--- config.mk ---
export PLATFORM = sky130hd
export DESIGN_NAME = pd_compositor
export DESIGN_NICKNAME = d
export VERILOG_FILES = /design/src/rtl/pd_pkg.sv /design/src/rtl/pd_ctrl.sv /design/src/rtl/pd_datapath.sv /design/src/rtl/pd_compositor.sv
export SDC_FILE = /design/constraint.sdc
export NUM_CORES = 2
export LEC_CHECK = 0
export BUFFER_PORTS_ARGS = -buffer_cell sky130_fd_sc_hd__buf_2
export CAP_MARGIN = 20
export CORE_MARGIN = 4
export CORE_UTILIZATION = 55
export CTS_BUF_LIST = sky130_fd_sc_hd__clkbuf_8
export DETAILED_ROUTE_END_ITERATION = 7
export MAX_ROUTING_LAYER = met4
export PLACE_DENSITY = 0.72
export SLEW_MARGIN = 25
export SYNTH_ARGS = -nofsm -noshare
export SYNTH_HDL_FRONTEND = slang
export SYNTH_HIERARCHICAL = 1
export SYNTH_SLANG_ARGS = --single-unit
--- constraint.sdc ---
create_clock -name clk -period 19.85 [get_ports clk]
set_input_delay 1.985 -clock clk [delete_from_list [all_inputs] [get_ports clk]]
set_output_delay 1.985 -clock clk [all_outputs]
set_load 0.05 [all_outputs]
--- src/rtl/pd_pkg.sv ---
package pd_pkg;
  typedef enum logic [1:0] {
    FAC_ZERO      = 2'd0,
    FAC_ONE       = 2'd1,
    FAC_OTHER     = 2'd2,
    FAC_INV_OTHER = 2'd3
  } facSel_e;

  localparam int NUM_OPS = 12;

  typedef struct packed {
    logic    load;
    facSel_e selF0;
    facSel_e selF1;
    logic    bad;
  } pdStrobe_t;
endpackage

--- src/rtl/pd_ctrl.sv ---
module pd_ctrl
  import pd_pkg::*;
#(
  parameter int MODE_W = 4
) (
  input  logic              clk,
  input  logic              rstN,
  input  logic              inValid,
  output logic              inReady,
  input  logic [MODE_W-1:0] opMode,
  input  logic              useDirect,
  input  logic [1:0]        directF0,
  input  logic [1:0]        directF1,
  output logic              outValid,
  input  logic              outReady,
  output pdStrobe_t         strobe
);
  localparam logic [MODE_W-1:0] OP_LIMIT = MODE_W'(NUM_OPS);

  facSel_e tabF0, tabF1;

  always_comb begin
    tabF0 = FAC_ZERO;
    tabF1 = FAC_ZERO;
    case (opMode)
      MODE_W'(1):  begin tabF0 = FAC_ONE;       tabF1 = FAC_ZERO;      end
      MODE_W'(2):  begin tabF0 = FAC_ZERO;      tabF1 = FAC_ONE;       end
      MODE_W'(3):  begin tabF0 = FAC_ONE;       tabF1 = FAC_INV_OTHER; end
      MODE_W'(4):  begin tabF0 = FAC_INV_OTHER; tabF1 = FAC_ONE;       end
      MODE_W'(5):  begin tabF0 = FAC_OTHER;     tabF1 = FAC_ZERO;      end
      MODE_W'(6):  begin tabF0 = FAC_ZERO;      tabF1 = FAC_OTHER;     end
      MODE_W'(7):  begin tabF0 = FAC_INV_OTHER; tabF1 = FAC_ZERO;      end
      MODE_W'(8):  begin tabF0 = FAC_ZERO;      tabF1 = FAC_INV_OTHER; end
      MODE_W'(9):  begin tabF0 = FAC_OTHER;     tabF1 = FAC_INV_OTHER; end
      MODE_W'(10): begin tabF0 = FAC_INV_OTHER; tabF1 = FAC_OTHER;     end
      MODE_W'(11): begin tabF0 = FAC_INV_OTHER; tabF1 = FAC_INV_OTHER; end
      default:     begin tabF0 = FAC_ZERO;      tabF1 = FAC_ZERO;      end
    endcase
  end

  assign inReady = !outValid || outReady;

  always_comb begin
    strobe.load  = inValid && inReady;
    strobe.bad   = !useDirect && (opMode >= OP_LIMIT);
    strobe.selF0 = useDirect ? facSel_e'(directF0) : tabF0;
    strobe.selF1 = useDirect ? facSel_e'(directF1) : tabF1;
  end

  always_ff @(posedge clk) begin
    if (!rstN)                 outValid <= 1'b0;
    else if (inValid && inReady) outValid <= 1'b1;
    else if (outReady)         outValid <= 1'b0;
  end

  AST_STALL_BLOCKS: assert property (@(posedge clk) disable iff (!rstN)
    (outValid && !outReady) |-> !inReady);
  AST_ACCEPT_PRESENTS: assert property (@(posedge clk) disable iff (!rstN)
    (inValid && inReady) |=> outValid);
  AST_STALL_KEEPS_VALID: assert property (@(posedge clk) disable iff (!rstN)
    (outValid && !outReady) |=> outValid);
endmodule

--- src/rtl/pd_datapath.sv ---
module pd_datapath
  import pd_pkg::*;
#(
  parameter int CH_W   = 8,
  parameter int NUM_CH = 4
) (
  input  logic                   clk,
  input  logic                   rstN,
  input  pdStrobe_t              strobe,
  input  logic [CH_W*NUM_CH-1:0] srcPix,
  input  logic [CH_W*NUM_CH-1:0] dstPix,
  output logic [CH_W*NUM_CH-1:0] outPix,
  output logic                   outErr
);
  localparam int PIX_W = CH_W * NUM_CH;
  localparam int SUM_W = 2 * CH_W + 1;
  localparam logic [CH_W-1:0]  FULL   = {CH_W{1'b1}};
  localparam logic [SUM_W-1:0] FULL_S = SUM_W'(FULL);
  localparam logic [SUM_W-1:0] HALF_S = SUM_W'(FULL >> 1);

  logic [CH_W-1:0]  srcA, dstA, wSrc, wDst;
  logic [PIX_W-1:0] mixPix;

  assign srcA = srcPix[PIX_W-1 -: CH_W];
  assign dstA = dstPix[PIX_W-1 -: CH_W];

  function automatic logic [CH_W-1:0] pickWeight(input facSel_e sel, input logic [CH_W-1:0] otherA);
    case (sel)
      FAC_ZERO:      pickWeight = '0;
      FAC_ONE:       pickWeight = FULL;
      FAC_OTHER:     pickWeight = otherA;
      default:       pickWeight = FULL - otherA;
    endcase
  endfunction

  assign wSrc = pickWeight(strobe.selF0, dstA);
  assign wDst = pickWeight(strobe.selF1, srcA);

  for (genvar ch = 0; ch < NUM_CH; ch++) begin : gChan
    logic [CH_W-1:0]  sVal, dVal;
    logic [SUM_W-1:0] acc, quo;
    assign sVal = srcPix[ch*CH_W +: CH_W];
    assign dVal = dstPix[ch*CH_W +: CH_W];
    assign acc  = SUM_W'(sVal) * SUM_W'(wSrc) + SUM_W'(dVal) * SUM_W'(wDst) + HALF_S;
    assign quo  = acc / FULL_S;
    assign mixPix[ch*CH_W +: CH_W] = (quo > FULL_S) ? FULL : quo[CH_W-1:0];
  end

  always_ff @(posedge clk) begin
    if (!rstN) begin
      outPix <= '0;
      outErr <= 1'b0;
    end else if (strobe.load) begin
      outPix <= strobe.bad ? '0 : mixPix;
      outErr <= strobe.bad;
    end
  end

  AST_HOLD_WITHOUT_LOAD: assert property (@(posedge clk) disable iff (!rstN)
    !strobe.load |=> ($stable(outPix) && $stable(outErr)));
  AST_ERR_IS_BLACK: assert property (@(posedge clk) disable iff (!rstN)
    outErr |-> (outPix == '0));
  AST_CLEAR_ZERO: assert property (@(posedge clk) disable iff (!rstN)
    (strobe.load && strobe.selF0 == FAC_ZERO && strobe.selF1 == FAC_ZERO) |=> (outPix == '0));
  AST_SRC_PASSES: assert property (@(posedge clk) disable iff (!rstN)
    (strobe.load && !strobe.bad && strobe.selF0 == FAC_ONE && strobe.selF1 == FAC_ZERO)
      |=> (outPix == $past(srcPix)));
endmodule

--- src/rtl/pd_compositor.sv ---
module pd_compositor
  import pd_pkg::*;
#(
  parameter int CH_W   = 8,
  parameter int NUM_CH = 4,
  parameter int MODE_W = 4
) (
  input  logic                   clk,
  input  logic                   rstN,
  input  logic                   inValid,
  output logic                   inReady,
  input  logic [CH_W*NUM_CH-1:0] srcPix,
  input  logic [CH_W*NUM_CH-1:0] dstPix,
  input  logic [MODE_W-1:0]      opMode,
  input  logic                   useDirect,
  input  logic [1:0]             directF0,
  input  logic [1:0]             directF1,
  output logic                   outValid,
  input  logic                   outReady,
  output logic [CH_W*NUM_CH-1:0] outPix,
  output logic                   outErr
);
  pdStrobe_t strobe;

  pd_ctrl #(.MODE_W(MODE_W)) u_ctrl (
    .clk(clk), .rstN(rstN), .inValid(inValid), .inReady(inReady),
    .opMode(opMode), .useDirect(useDirect), .directF0(directF0), .directF1(directF1),
    .outValid(outValid), .outReady(outReady), .strobe(strobe)
  );

  pd_datapath #(.CH_W(CH_W), .NUM_CH(NUM_CH)) u_dp (
    .clk(clk), .rstN(rstN), .strobe(strobe), .srcPix(srcPix), .dstPix(dstPix),
    .outPix(outPix), .outErr(outErr)
  );
endmodule

---- Word level (Yosys, flattened, before mapping) ----
Memory sizes are Yosys's and may differ from the RTL's.
Index checks and enable logic that the tools add are counted.
word-level totals
  memory bits (read-only) ................. 64
  memories kept ........................... 1
  word-level logic and storage cells ...... 54
  bits in registers ....................... 34
memories
  name              words  width  rd ports  clocked after Yosys merged registers in  write ports  line           source
  (name not given)  16     4      1         0                                        0            pd_ctrl.sv:25  case (opMode)
cells by class
  reduce and logical (&&, ||, !) cells .... 8
  muxes and demuxes ....................... 11
  magnitude comparators ................... 5
  equality and inequality tests ........... 4
  add/subtract/negate cells ............... 10
  $mul .................................... 8
  divide/modulo/power cells ............... 4
operators with widths
  operator                                                   count
  multiplier 8 x 8 -> 16 bit                                 8
  adder 16 x 16 -> 17 bit                                    4
  adder 17 x 7 -> 17 bit (second input constant)             4
  divider 17 x 8 -> 17 bit (second input constant)           4
  > comparator 17 x 8 -> 1 bit (second input constant)       4
  case mux 8 bit (3 select lines)                            2
  two-way mux 32 bit                                         1
  two-way mux 8 bit                                          4
  subtractor 8 bit (first input constant)                    2
  equality test 2 x 1 -> 1 bit (second input constant)       2
  equality test 2 bit (second input constant)                2
  greater-or-equal comparator 4 bit (second input constant)  1
  logical NOT 2 bit                                          2
  two-way mux 2 bit                                          2
  logical AND 1 bit                                          2
  logical NOT 1 bit                                          2
  two-way mux 1 bit                                          2
  nonzero test 2 bit                                         1
  logical OR 1 bit                                           1

---- Longest topological paths before layout ----
An unclocked memory read counts as a cell.
  depth in word-level cells ............... 11
  gate-level depth with buffers ........... 56
  depth with buffers taken out ............ 50

---- Modules after synthesis ----
The synthesis kept the hierarchy.
by module, submodules not included
  module       area an instance (sq um)  seq. area each (sq um)  cells each  instances
  pd_datapath  29230.5                   660.6                   3687        1
  pd_ctrl      240.2                     20.0                    32          1

---- Least setup slack after synthesis ----
No wires, ideal clock.
  path type ............................... input port to flip-flop
  start ................................... input opMode[0]
  end ..................................... register u_dp.outPix[0]
  arrival time ............................ 13.879 ns
  buffers on the path ..................... 4
  cell stages on the path ................. 45
  required time ........................... 19.733 ns
  library setup time ...................... 0.117 ns
  path slack .............................. 5.855 ns
  cells stage by stage .................... inv_1 > ha_1 > nor4bb_1 > a221o_1 > clkbuf_1 > xnor2_1 > clkbuf_1 > nand2_1 > fa_1 > fa_1 > inv_1 > fa_1 > fa_1 > fa_1 > inv_1 > fa_1 > inv_1 > ha_1 > [9 not listed] > buf_2 > a41oi_2 > a21oi_2 > or4b_1 > a211oi_2 > nand3_1 > mux2_2 > nor4_2 > o21ai_0 > and2_1 > a21oi_2 > nand4_1 > nand3_1 > o21ai_0 > ha_1 > o311ai_0 > a21oi_1 > a22o_1
RTL lines
  what                  line                 source
  from (decl)           pd_compositor.sv:14  input logic [MODE_W-1:0] opMode,
  to (signal assigned)  pd_datapath.sv:54    outPix <= strobe.bad ? '0 : mixPix;
  to (decl)             pd_datapath.sv:12    output logic [CH_W*NUM_CH-1:0] outPix,

==> results by stage <==
Status:
- The flow ran to the end, and the final reports show no timing, DRC or antenna violations.

Clocking:
- The maximum buffer depth of the clock tree is 2.
- The CTS H-tree depth is 2.
- In this run, post-CTS hold repair placed 0 buffers.
- The later pin in the worst-skew pair is clocked with a latency of 320 ps.
- The clock edge transition at the registers on the reported setup and hold paths is 80 ps.
- The cell sitting at the root of the clock tree is a sky130_fd_sc_hd__clkbuf_8.
- The clock tree from TritonCTS is done.
- The number of gates resized after cts is 0.
- The total clock sinks is 34.
- The number of clock buffers added by TritonCTS is 5.
- Once the clock tree was built, the setup fixing pass inserted 0 buffers.

Cells and area:
- After the last flow step, the layout net total stands at 4465.
- The fill cell total of the finished layout is 4903.
- From synthesis to final layout, the design area changed by 4.161%.
- The proportion of layout cells with a drive suffix above 1 is 8.152%.

Detailed routing:
- For this run, design rule violations remaining after detail routing come to 0.
- The number of DRC violations after detailed-routing iteration 0 is 2001.
- In this run the remaining antenna-violating nets after routing total 0.
- In the routed layout, each cell is associated on average with a via count of 5.964.
- Detailed routing inserted a total of 26413 vias.
- The number of iterations in the first detailed-routing pass is 6.
- The total detailed-routing wirelength is 77830 um.
- The routed length per instance is 17.57 um.

Place:
- The quantity of I/O buffers inserted on ports is 111.
- Routability-driven placement finished with a final weighted congestion of 0.9477.
- Detailed placement finished with a half-perimeter wire length of 64740 um.

Yosys:
- After synthesis, the netlist uses 137 different library cells.
- In this run, synthesis produced a sequential element count of 34.
- During synthesis, Yosys emitted a total of 6 warnings.
- Summed over its instances, the top area cell type makes up 28.26% of the synthesized netlist area.
- The average cell area after synthesis is 7.924 um2.
- The dominant synthesized flop cell is sky130_fd_sc_hd__dfxtp_1.
- The netlist area before placement is 29470 um2.
- The proportion of synthesized flip-flops having asynchronous set or reset is 0%.
- By area the synthesized netlist is led by sky130_fd_sc_hd__fa_1 28%, sky130_fd_sc_hd__ha_1 10%, sky130_fd_sc_hd__inv_1 7.2%, sky130_fd_sc_hd__and2_1 6.8%, sky130_fd_sc_hd__nand2_1 5.1%.
- The number of enable-type register cells in the synthesized netlist is 0.
- Sequential cells were found to cover 2.310% of the synthesized design area.
- The count of mapped cells out of synthesis is 3719.
- The number of nets in the synthesized netlist is 4455.
- The cell taking the most area after synthesis is sky130_fd_sc_hd__fa_1.

Floorplan:
- The initial core utilization is 55.86%.
- The floorplan step defined a die boundary enclosing 57350 um2.
- The boundary pin count is 112.
- The floorplan has 84 rows.
- The height of the chip is 239.5 um.
- After floorplanning, the core was sized to cover 52760 um2.
- The chip width is 239.5 um.

Critical path:
- At the worst endpoint, the arrival time is 16330 ps.
- The startpoint type of the worst setup path is an input port.
- The critical path in this run is classified as input port to flop.
- The critical path starts at opMode[0].
- The worst register-to-register path ends at u_dp/outPix[24].
- For the worst setup path, the data required time is 20070 ps.
- In this run the worst path has a maximum fanout of 17.
- For flop-to-flop paths, the worst setup slack is 16780 ps.
- In this run the critical register-to-register path is launched from u_ctrl/outValid.
- The number of cells traversed by the worst register-to-register path is 12.
- On the worst path, the slowest cell contributes a delay of 760 ps.
- The critical path's slowest cell is sky130_fd_sc_hd__o211ai_1.
- The element type at the critical path end is a flop.
- The critical path ends at u_dp/outPix[8].
- By instance count, the cell type seen most on the critical path is sky130_fd_sc_hd__fa_1.

Min path:
- The worst hold path belongs to the class flop to flop.

STA:
- For the final routed database, the setup TNS stands at 0 ps.
- The number of pins exceeding their max-slew limit in the final report is 0.
- Setup repair after global routing left no endpoint under its margin.
- The worst max-slew margin expressed relative to the limit is 29.86%.
- The worst path in the final design needs a cycle of 16110 ps, including I/O delays and setup.
- Static timing analysis puts the maximum clock frequency at 0.06206 GHz.
- The ratio of final minimum period to clock period is 81.17%.
- At the pin with the least slew margin, the transition time is 1023 ps.
- The final count of hold timing violations is 0.
- The number of endpoints failing setup at the final stage is 0.
- The clock arrives with 3.145 ps of skew.

Global route:
- The first global-routing pass estimated 130600 um of wire.
- The largest net degree at the start of global routing is 38.
- The initial antenna violation count is 12.
- The total congestion overflow after global routing is 0.
- The via count of the first global-routing pass is 25797.
- In the global route stage, overall resource usage came out at 28.04%.

Run:
- Max-cap violations in this run came to 0.
[stage by stage]
| step | hold WS (ps) | cells | utilization [%] | setup WS, ps | area [um2] |
|---|---|---|---|---|---|
| floorplan | 682.8 | 3719 | - | 5855 | 29470 |
| global placement | 459.1 | 4410 | 57.97 | 3802 | 30590 |
| detailed placement | 460.8 | 4410 | 57.97 | 3736 | 30590 |
| CTS | 474.0 | 4417 | 58.12 | 4007 | 30660 |
| global route | 509.4 | 4427 | 58.17 | 2619 | 30690 |
| finish | 476.1 | 4429 | 58.18 | 3737 | 30700 |
[critical path, delay by kind of cell]
family / cells / cell delay, ps
buf+inv: 7 / 810
simple gates: 16 / 4530
compound gates: 12 / 4480
xor+xnor: 2 / 830
fa+ha+maj: 9 / 3670
[kinds of logic (layout without fill, tap and decap cells)]
group	Yosys count	count (layout)	synth area share, %
flops	34	34	2.310
simple gates	1375	1375	24.95
mux	39	39	1.380
buf+inv	699	709	9.247
other cells	0	12	0
xor+xnor	121	121	3.685
compound gates	789	789	19.75
fa+ha+maj	662	662	38.68
[cells in the final DEF (no fill, tap or decap), drive strengths merged, types with 31 or more instances in the layout]
cell type / count
inv: 570
fa: 416
nand2: 401
and2: 323
ha: 243
nor2: 178
a21oi: 163
buf: 133
o21ai: 113
nor3: 90
xnor2: 84
nand3: 78
nand4: 45
a211oi: 44
a31oi: 43
or3: 42
o211ai: 41
a21o: 40
nor4: 40
nor2b: 39
xor2: 37
and3: 37
dfxtp: 34
mux2i: 32
o31ai: 31
[layer usage]
layer | GRT usage [%] | part of all wire [%]
met5 | - | 0
met4 | 5.224 | 1.9
met3 | 4.479 | 6.6
met2 | 45.30 | 47
met1 | 37.96 | 45
[worst min path at each step]
stage / startpoint / to / slack, ps / cells past startpoint
after floorplan: u_dp/outPix[1] / u_dp/outPix[1] / 680 / 2
after global placement: u_dp/outPix[1] / u_dp/outPix[1] / 460 / 2
after detailed placement: u_dp/outPix[1] / u_dp/outPix[1] / 460 / 2
after CTS: u_dp/outPix[1] / u_dp/outPix[1] / 470 / 2
after global routing: u_dp/outPix[1] / u_dp/outPix[1] / 510 / 2
final: u_dp/outPix[1] / u_dp/outPix[1] / 480 / 2
[cell usage after synthesis, drive strengths merged, types with 35 or more instances]
master  instances
a211oi         44
a21o           40
a21oi         163
a31oi          43
and2          323
and3           37
buf            35
clkbuf         95
fa            416
ha            243
inv           568
nand2         401
nand3          78
nand4          45
nor2          178
nor2b          39
nor3           90
nor4           40
o211ai         41
o21ai         113
or3            42
xnor2          84
xor2           37
[area by class of cell]
type | count | area, um2 | share of cell area (%)
sequential | 34 | 680.7 | 2.217
multi-input combinational | 2986 | 26190 | 85.33
clock buffer | 5 | 68.82 | 0.2242
antenna | 12 | 30.03 | 0.09782
tap | 688 | 860.8 | 2.804
timing repair buffer | 133 | 720.7 | 2.348
clock inverter | 2 | 7.507 | 0.02446
inverter | 569 | 2136 | 6.958
[state kept, by name, summed over array words and instances (netlist names)]
| name | count |
|---|---|
| u_dp/outPix | 32 |
| u_ctrl/outValid | 1 |
| u_dp/outErr | 1 |
Power is left out: the tool's default activity adds up to more than one toggle a clock period on the data nets, which glitch-free logic cannot reach.
